File: src/rtl/gpio_pkg.sv
package gpio_pkg;
    localparam int NLINES      = 16;
    localparam int ADDR_W      = 3;
    localparam int SYNC_STAGES = 2;
    localparam int NIRQ        = 2;

    typedef logic [NLINES-1:0] lines_t;

    typedef enum logic [ADDR_W-1:0] {
        A_DRIVE = 3'd0,
        A_DIR   = 3'd1,
        A_SENSE = 3'd2,
        A_POL   = 3'd3,
        A_EN    = 3'd4,
        A_SEL   = 3'd5,
        A_FLAG  = 3'd6,
        A_PIN   = 3'd7
    } reg_addr_e;

    typedef struct packed {
        lines_t drive;
        lines_t dir;
        lines_t sense;
        lines_t pol;
        lines_t en;
        lines_t sel;
    } port_cfg_t;

    // Lines that belong to interrupt output idx: select 0 -> output 0, select 1 -> output 1
    function automatic lines_t route_mask(lines_t sel, int idx);
        return (idx == 0) ? ~sel : sel;
    endfunction

    // Input qualified by polarity, masked to lines that are inputs
    function automatic lines_t qualify(lines_t raw, lines_t pol, lines_t dir);
        return (raw ^ pol) & ~dir;
    endfunction
endpackage

File: src/rtl/gpio_sync.sv
module gpio_sync #(
    parameter int WIDTH  = 16,
    parameter int STAGES = 2
) (
    input  logic             clk,
    input  logic             rst,
    input  logic [WIDTH-1:0] d,
    output logic [WIDTH-1:0] q
);
    logic [WIDTH-1:0] st [STAGES];
    logic             past_valid;

    always_ff @(posedge clk) begin
        if (rst) begin
            for (int k = 0; k < STAGES; k++) st[k] <= '0;
            past_valid <= 1'b0;
        end else begin
            st[0] <= d;
            for (int k = 1; k < STAGES; k++) st[k] <= st[k-1];
            past_valid <= 1'b1;
        end
    end

    assign q = st[STAGES-1];

    generate
        for (genvar k = 1; k < STAGES; k++) begin : g_chk

            sync_shift_chk: assert property (@(posedge clk) disable iff (rst)
                past_valid |-> (st[k] == $past(st[k-1])))
                else $error("synchroniser stage %0d did not shift", k);
        end
    endgenerate
endmodule

File: src/rtl/gpio_regs.sv
module gpio_regs
    import gpio_pkg::*;
(
    input  logic              clk,
    input  logic              rst,
    input  logic              wr,
    input  logic [ADDR_W-1:0] addr,
    input  lines_t            wdata,
    input  lines_t            flags,
    input  lines_t            pins,
    output port_cfg_t         cfg,
    output lines_t            clr,
    output lines_t            rdata
);
    reg_addr_e a;
    assign a = reg_addr_e'(addr);

    always_ff @(posedge clk) begin
        if (rst) begin
            cfg <= '0;
        end else if (wr) begin
            case (a)
                A_DRIVE: cfg.drive <= wdata;
                A_DIR:   cfg.dir   <= wdata;
                A_SENSE: cfg.sense <= wdata;
                A_POL:   cfg.pol   <= wdata;
                A_EN:    cfg.en    <= wdata;
                A_SEL:   cfg.sel   <= wdata;
                default: ;
            endcase
        end
    end

    always_comb clr = (wr && (a == A_FLAG)) ? wdata : '0;

    always_comb begin
        case (a)
            A_DRIVE: rdata = cfg.drive;
            A_DIR:   rdata = cfg.dir;
            A_SENSE: rdata = cfg.sense;
            A_POL:   rdata = cfg.pol;
            A_EN:    rdata = cfg.en;
            A_SEL:   rdata = cfg.sel;
            A_FLAG:  rdata = flags;
            default: rdata = pins;
        endcase
    end


    dir_hold_chk: assert property (@(posedge clk) disable iff (rst)
        !(wr && a == A_DIR) |=> $stable(cfg.dir))
        else $error("direction changed without a write");

    en_hold_chk: assert property (@(posedge clk) disable iff (rst)
        !(wr && a == A_EN) |=> $stable(cfg.en))
        else $error("enable changed without a write");
endmodule

File: src/rtl/gpio_capture.sv
module gpio_capture
    import gpio_pkg::*;
(
    input  logic   clk,
    input  logic   rst,
    input  lines_t pins,
    input  lines_t dir,
    input  lines_t sense,
    input  lines_t pol,
    input  lines_t clr,
    output lines_t flags
);
    lines_t qual, prev, rise, edge_q, level_v;

    assign qual    = pins ^ pol;
    assign rise    = qual & ~prev & ~dir;
    assign level_v = qualify(pins, pol, dir);

    always_ff @(posedge clk) begin
        if (rst) begin
            prev   <= '0;
            edge_q <= '0;
        end else begin
            prev   <= qual;
            // set wins over a clear in the same cycle
            edge_q <= ((edge_q & ~clr) | rise) & sense & ~dir;
        end
    end

    generate
        for (genvar i = 0; i < NLINES; i++) begin : g_line
            assign flags[i] = sense[i] ? edge_q[i] : level_v[i];
        end
    endgenerate


    edge_hold_chk: assert property (@(posedge clk) disable iff (rst)
        (($past(edge_q) & ~edge_q & ~$past(clr | ~sense | dir)) == '0))
        else $error("edge flag dropped without a clear");

    edge_set_chk: assert property (@(posedge clk) disable iff (rst)
        ((~$past(edge_q) & edge_q & ~$past(rise)) == '0))
        else $error("edge flag set without a rise");

    out_line_chk: assert property (@(posedge clk) disable iff (rst)
        ((flags & dir) == '0))
        else $error("output line carries a flag");
endmodule

File: src/rtl/gpio_route.sv
module gpio_route
    import gpio_pkg::*;
(
    input  lines_t            flags,
    input  lines_t            en,
    input  lines_t            sel,
    input  lines_t            raw,
    input  lines_t            pol,
    input  lines_t            dir,
    output logic [NIRQ-1:0]   irq,
    output logic              wake
);
    generate
        for (genvar g = 0; g < NIRQ; g++) begin : g_irq
            assign irq[g] = |(flags & en & route_mask(sel, g));
        end
    endgenerate

    // no register anywhere on this path
    assign wake = |(qualify(raw, pol, dir) & en);
endmodule

File: src/rtl/gpio_port.sv
module gpio_port
    import gpio_pkg::*;
(
    input  logic              clk,
    input  logic              rst,
    input  logic              reg_wr,
    input  logic [ADDR_W-1:0] reg_addr,
    input  logic [NLINES-1:0] reg_wdata,
    output logic [NLINES-1:0] reg_rdata,
    input  logic [NLINES-1:0] pad_in,
    output logic [NLINES-1:0] pad_out,
    output logic [NLINES-1:0] pad_oe,
    output logic              irq_a,
    output logic              irq_b,
    output logic              wake
);
    port_cfg_t        cfg;
    lines_t           pins, flags, clr;
    logic [NIRQ-1:0]  irq;

    gpio_sync #(.WIDTH(NLINES), .STAGES(SYNC_STAGES)) u_sync (
        .clk(clk), .rst(rst), .d(pad_in), .q(pins)
    );

    gpio_regs u_regs (
        .clk(clk), .rst(rst), .wr(reg_wr), .addr(reg_addr), .wdata(reg_wdata),
        .flags(flags), .pins(pins), .cfg(cfg), .clr(clr), .rdata(reg_rdata)
    );

    gpio_capture u_cap (
        .clk(clk), .rst(rst), .pins(pins), .dir(cfg.dir), .sense(cfg.sense),
        .pol(cfg.pol), .clr(clr), .flags(flags)
    );

    gpio_route u_route (
        .flags(flags), .en(cfg.en), .sel(cfg.sel), .raw(pad_in),
        .pol(cfg.pol), .dir(cfg.dir), .irq(irq), .wake(wake)
    );

    assign pad_out = cfg.drive;
    assign pad_oe  = cfg.dir;
    assign irq_a   = irq[0];
    assign irq_b   = irq[1];


    irq_src_chk: assert property (@(posedge clk) disable iff (rst)
        (irq != '0) |-> ((flags & cfg.en) != '0))
        else $error("interrupt without an enabled flag");

    wake_idle_chk: assert property (@(posedge clk) disable iff (rst)
        ((cfg.en & ~cfg.dir) == '0) |-> !wake)
        else $error("wake with no enabled input");
endmodule

File: config.mk
export PLATFORM = sky130hd
export DESIGN_NAME = gpio_port
export DESIGN_NICKNAME = d
export VERILOG_FILES = /design/src/rtl/gpio_pkg.sv /design/src/rtl/gpio_sync.sv /design/src/rtl/gpio_regs.sv /design/src/rtl/gpio_capture.sv /design/src/rtl/gpio_route.sv /design/src/rtl/gpio_port.sv
export SDC_FILE = /design/constraint.sdc
export NUM_CORES = 1
export LEC_CHECK = 0
export ABC_CLOCK_PERIOD_IN_PS = 5900
export CAP_MARGIN = 10
export CORE_ASPECT_RATIO = 1.75
export CORE_UTILIZATION = 30
export CTS_BUF_LIST = sky130_fd_sc_hd__clkbuf_8
export DETAILED_ROUTE_END_ITERATION = 8
export GPL_TIMING_DRIVEN = 1
export PLACE_DENSITY_LB_ADDON = 0.25
export SYNTH_ARGS = -nofsm -noshare
export SYNTH_HDL_FRONTEND = slang
export SYNTH_SLANG_ARGS = --single-unit
File: constraint.sdc
create_clock -name clk -period 5.9 [get_ports clk]
set_input_delay 1.18 -clock clk [delete_from_list [all_inputs] [get_ports clk]]
set_output_delay 1.18 -clock clk [all_outputs]
set_load 0.01 [all_outputs]
---- After elaboration in Yosys (flattened, before gate mapping) ----
Memories as Yosys holds them, arrays and structs flattened.
Cells that the tools add are included.
cells by class
  reduce and logical (&&, ||, !) cells .... 11
  equality and inequality tests ........... 6
  mux-type cells .......................... 23
  bitwise gates (word level) .............. 20
operators with widths
  kind                number
  $and 16x16->16      11
  $pmux 16 s7         1
  $not 16->16         4
  $mux 16             3
  $reduce_or 16->1    3
  $xor 16x16->16      2
  $mux 1              19
  $or 16x16->16       1
  $reduce_and 2->1    6
  $eq 3x3->1 const B  3
  $eq 3x2->1 const B  2
  $eq 3x1->1 const B  1
  $logic_not 3->1     1
  $or 1x1->1          2
  $logic_and 1x1->1   1
word-level totals
  bits in registers ....................... 128
  word-level logic and storage cells ...... 69
  RAM bits ................................ 32
  input port bits ......................... 38
  memories ................................ 1
memories
  memory     depth  width  read ports  clocked after memory_dff  write ports  RTL line         text
  u_sync.st  2      16     2           0                         2            gpio_sync.sv:10  logic [WIDTH-1:0] st [STAGES];

---- Depth between registers and ports, before layout ----
  depth in word-level cells ............... 8
  mapped depth ............................ 8

---- By module ----
Synthesis repeated with hierarchy kept, for this count alone.
unflattened totals
  cell total of the unflattened synthesis .. 943
  area total of the unflattened synthesis .. 7,688.6 um^2
by module, submodules not included
  module        area an instance (um^2)  instances  cells each
  gpio_regs     4,798.4                  1          612
  gpio_capture  1,363.8                  1          162
  gpio_sync     983.4                    1          83
  gpio_route    543.0                    1          86

---- Worst setup path after synthesis ----
No wires, ideal clock.
  path type ............................... input to output
  start point ............................. input port reg_addr[0]
  end point ............................... output port reg_rdata[5]
  slack ................................... 2,350 ps
  cell stages on the path ................. 7
  arrival ................................. 2,370 ps
  path buffers ............................ 2
  cells stage by stage .................... buf_2 inv_2 buf_2 nor2_2 a221oi_1 a21oi_1 o32a_1
on the way
  word-level cells in the longest chain between the ends .. 2
ends and longest elaborated chain
  item                                      RTL line         text
  start: declaration                        gpio_port.sv:7   input logic [ADDR_W-1:0] reg_addr,
  $eq 3x3->1, or another cell as far along  gpio_regs.sv:37  case (a)
  $pmux 16 s7 (*)                           gpio_regs.sv:37
  end: declaration                          gpio_port.sv:9   output logic [NLINES-1:0] reg_rdata,
Every way passes the cells marked *; elsewhere a longest branch is shown, timed or not.

---- Worst setup path after layout ----
  start point ............................. input port reg_addr[0]
  end point ............................... output port reg_rdata[15]
Same word-level chain as after synthesis.

==> impl_metrics.py <==
metrics = {
    "grt": {
        "grt_max_degree": 88,
        "first_global_vias": 7313,
        "grtUsageTotal_pct": 23.47,
        "gr-total-overflow": 0,
        "antenna_found_initial": 0,
        "grt_pass1_wl_um": 46300,
    },
    "finish": {
        "layout_common_cells": "240 x nand2_1, 160 x dfxtp_1, 140 x a21oi_1",
        "layout-drive-gt1-share_pct": 5.593,
        "fill_cells": 2770,
        "syn2layout_area_growth_pct": 16.82,
        "insertedDiodeCount": 0,
        "layout.nets": 1063,
        "layout_commonest_cell": "nand2_1",
    },
    "setup_path": {
        "cp_max_fo": 13,
        "crit_path_start_kind": "primary input",
        "critical_path_class": "in2out",
        "cp-end-kind": "output port",
        "critical_path_required_ps": 4720,
        "r2r_slack_ps": 4670,
        "cp.arrival_ps": 3900,
        "r2r-start": "u_regs.cfg[46]$_SDFFE_PP0P_",
        "reg2reg_to": "u_cap.edge_q[14]$_SDFF_PP0_",
        "setup.worst_path.start": "reg_addr[0]",
        "rr_worst_depth": 4,
    },
    "route": {
        "vias": 7522,
        "detail-route-antenna-nets": 0,
        "vias_per_cell": 5.543,
        "first_iter_violations": 586,
        "routed_wl_um": 31290,
        "drc_errors": 0,
        "firstDrtPassIters": 9,
        "wl_per_cell_um": 23.05,
    },
    "clocking": {
        "postCtsSetupRepairBufs": 0,
        "cts_buffers": 17,
        "clk_pin_slew_ps": 80,
        "postCtsHoldBufs": 0,
        "root_buffer": "clkbuf_8",
        "clk_path_buf_depth": 2,
        "insertion_delay_ps": 500,
        "cts-resized-gates": 0,
        "htreeDepth": 4,
        "cts_tree": "done",
        "clock_sinks": 160,
    },
    "floorplanning": {
        "die_w_um": 124.3,
        "core_mm2": 0.02576,
        "io_pins": 89,
        "die_y_um": 215.9,
        "rows": 78,
        "die-area_mm2": 0.02683,
        "initial_utilization_pct": 30.45,
    },
    "logic_synthesis": {
        "synth-edff-count": 0,
        "ys_types": 63,
        "ys_warn_count": 0,
        "ys_seq_area_share_pct": 40.82,
        "postSynthCellCount": 999,
        "synthArstFlopShare_pct": 0,
        "syn_avg_cell_area_um2": 7.854,
        "syn_area_mm2": 0.007846,
        "syn_nets": 1037,
        "synth_top_flop_cell": "dfxtp_1",
        "synth-seq-cells": 160,
    },
    "place": {
        "port_buffers": 88,
        "post-place-ws_ps": 833.6,
        "dp_hpwl_um": 22230,
        "gp_congestion": 0.9418,
    },
    "power": {
        "p_per_area_mw_per_mm2": 258.6,
        "finalPower_w": 0.002370,
        "ir_drop_uv": 142.6,
        "p_leak_nw": 2.960,
    },
    "sta": {
        "final-setup-viol-count": 0,
        "worst_pin_slew_ps": 1159,
        "finalHoldViolations": 0,
        "slew_headroom_pct": 22.52,
        "fmax_ghz": 0.1969,
        "rsz0062_at_grt": "no",
        "drv_slew": 0,
        "clock-skew-final_ps": 10.65,
        "period_share_pct": 86.09,
        "period_minus_slack_ps": 5080,
        "finalHoldWorstSlack_ps": 436.3,
        "tns_ps": 0,
        "fin_ws_ps": 820.5,
    },
    "run_status": {
        "outcome": "finished clean",
    },
    "worst_hold_path": {
        "holdPathEnd": "u_sync.st[0][24]$_SDFF_PP0_",
        "hp-start": "u_sync.st[0][8]$_SDFF_PP0_",
        "hp-class": "reg2reg",
        "min_path_cells": 1,
    },
    "job": {
        "cap_violations": 0,
    },
}
[state kept, by name (all words and copies together) (netlist names)]
name and cells:
u_cap.prev 16, u_regs.cfg 96, u_sync.st 32, u_cap.edge_q 16
[where the power goes]
part | switching, W | total, W | internal, W
logic | 0.000154 | 0.000257 | 0.000102
clock network | 0.000426 | 0.000975 | 0.000549
registers | 0.0000310 | 0.00114 | 0.00111
[worst max-delay path by stage]
| stage | end | slack, ps | cells after the start |
|---|---|---|---|
| floorplan | reg_rdata[5] | 2350 | 7 |
| global placement | reg_rdata[6] | 860 | 8 |
| detailed placement | reg_rdata[15] | 830 | 8 |
| CTS | reg_rdata[15] | 830 | 8 |
| global route | reg_rdata[5] | 710 | 8 |
| finish | reg_rdata[15] | 820 | 8 |
[final cells by class]
class	count	area [um2]	share of cell area, %
clock buffer	18	247.7	2.703
clock inverter	13	219.0	2.389
multi-input combinational	737	4104	44.77
inverter	9	33.78	0.3686
sequential	160	3203	34.94
timing repair buffer	100	958.4	10.46
tap	320	400.4	4.368
[kinds of logic after synthesis]
| logic type | after synthesis | synth area share [%] |
|---|---|---|
| AOI/OAI and AO/OA | 232 | 17.75 |
| xor gates and xnor gates | 32 | 3.955 |
| buffers and inverters | 102 | 6.952 |
| DFF | 160 | 40.82 |
| muxes | 17 | 2.424 |
| and+or+nand+nor | 456 | 28.10 |
[synthesized netlist by cell type, drive strengths merged, types with 11 or more instances]
cell / number / share of area [%]
o22ai: 13 / 1.0
a22oi: 11 / 1.1
xnor2: 27 / 3.4
nor2b: 37 / 3.0
nand3: 21 / 1.3
a21oi: 140 / 8.9
nand2: 241 / 12
nor4b: 19 / 2.1
dfxtp: 160 / 41
buf: 55 / 4.7
nor2: 50 / 2.4
nor3: 18 / 1.3
clkbuf: 38 / 1.8
nand4: 14 / 1.1
o21ai: 18 / 1.1
nand2b: 12 / 0.96
[metal layers]
metal  GRT usage, %  up-vias  part of all wire (%)
met5              0        -                     0
met4          19.20        0                   8.1
met3          3.669      115                   4.8
met2          41.84      323                    51
met1          24.03     3580                    36
li1               -     3504                     -
[per-stage QoR]
step | cell area (um2) | instances | util (%)
after detailed placement | 8700 | 1326 | 33.77
after global routing | 9166 | 1357 | 35.58
after global placement | 8700 | 1326 | 33.77
after CTS | 9166 | 1357 | 35.58
after floorplan | 7846 | 999 | -
final | 9166 | 1357 | 35.58
[critical path, cell delays in order]
cell and delay (ps):
clkdlybuf4s50_1 510, buf_4 250, nor2b_1 130, buf_4 230
nand2_1 470, a21oi_1 310, o32a_1 260, clkdlybuf4s50_1 550
(Power assumes the default switching activity.)
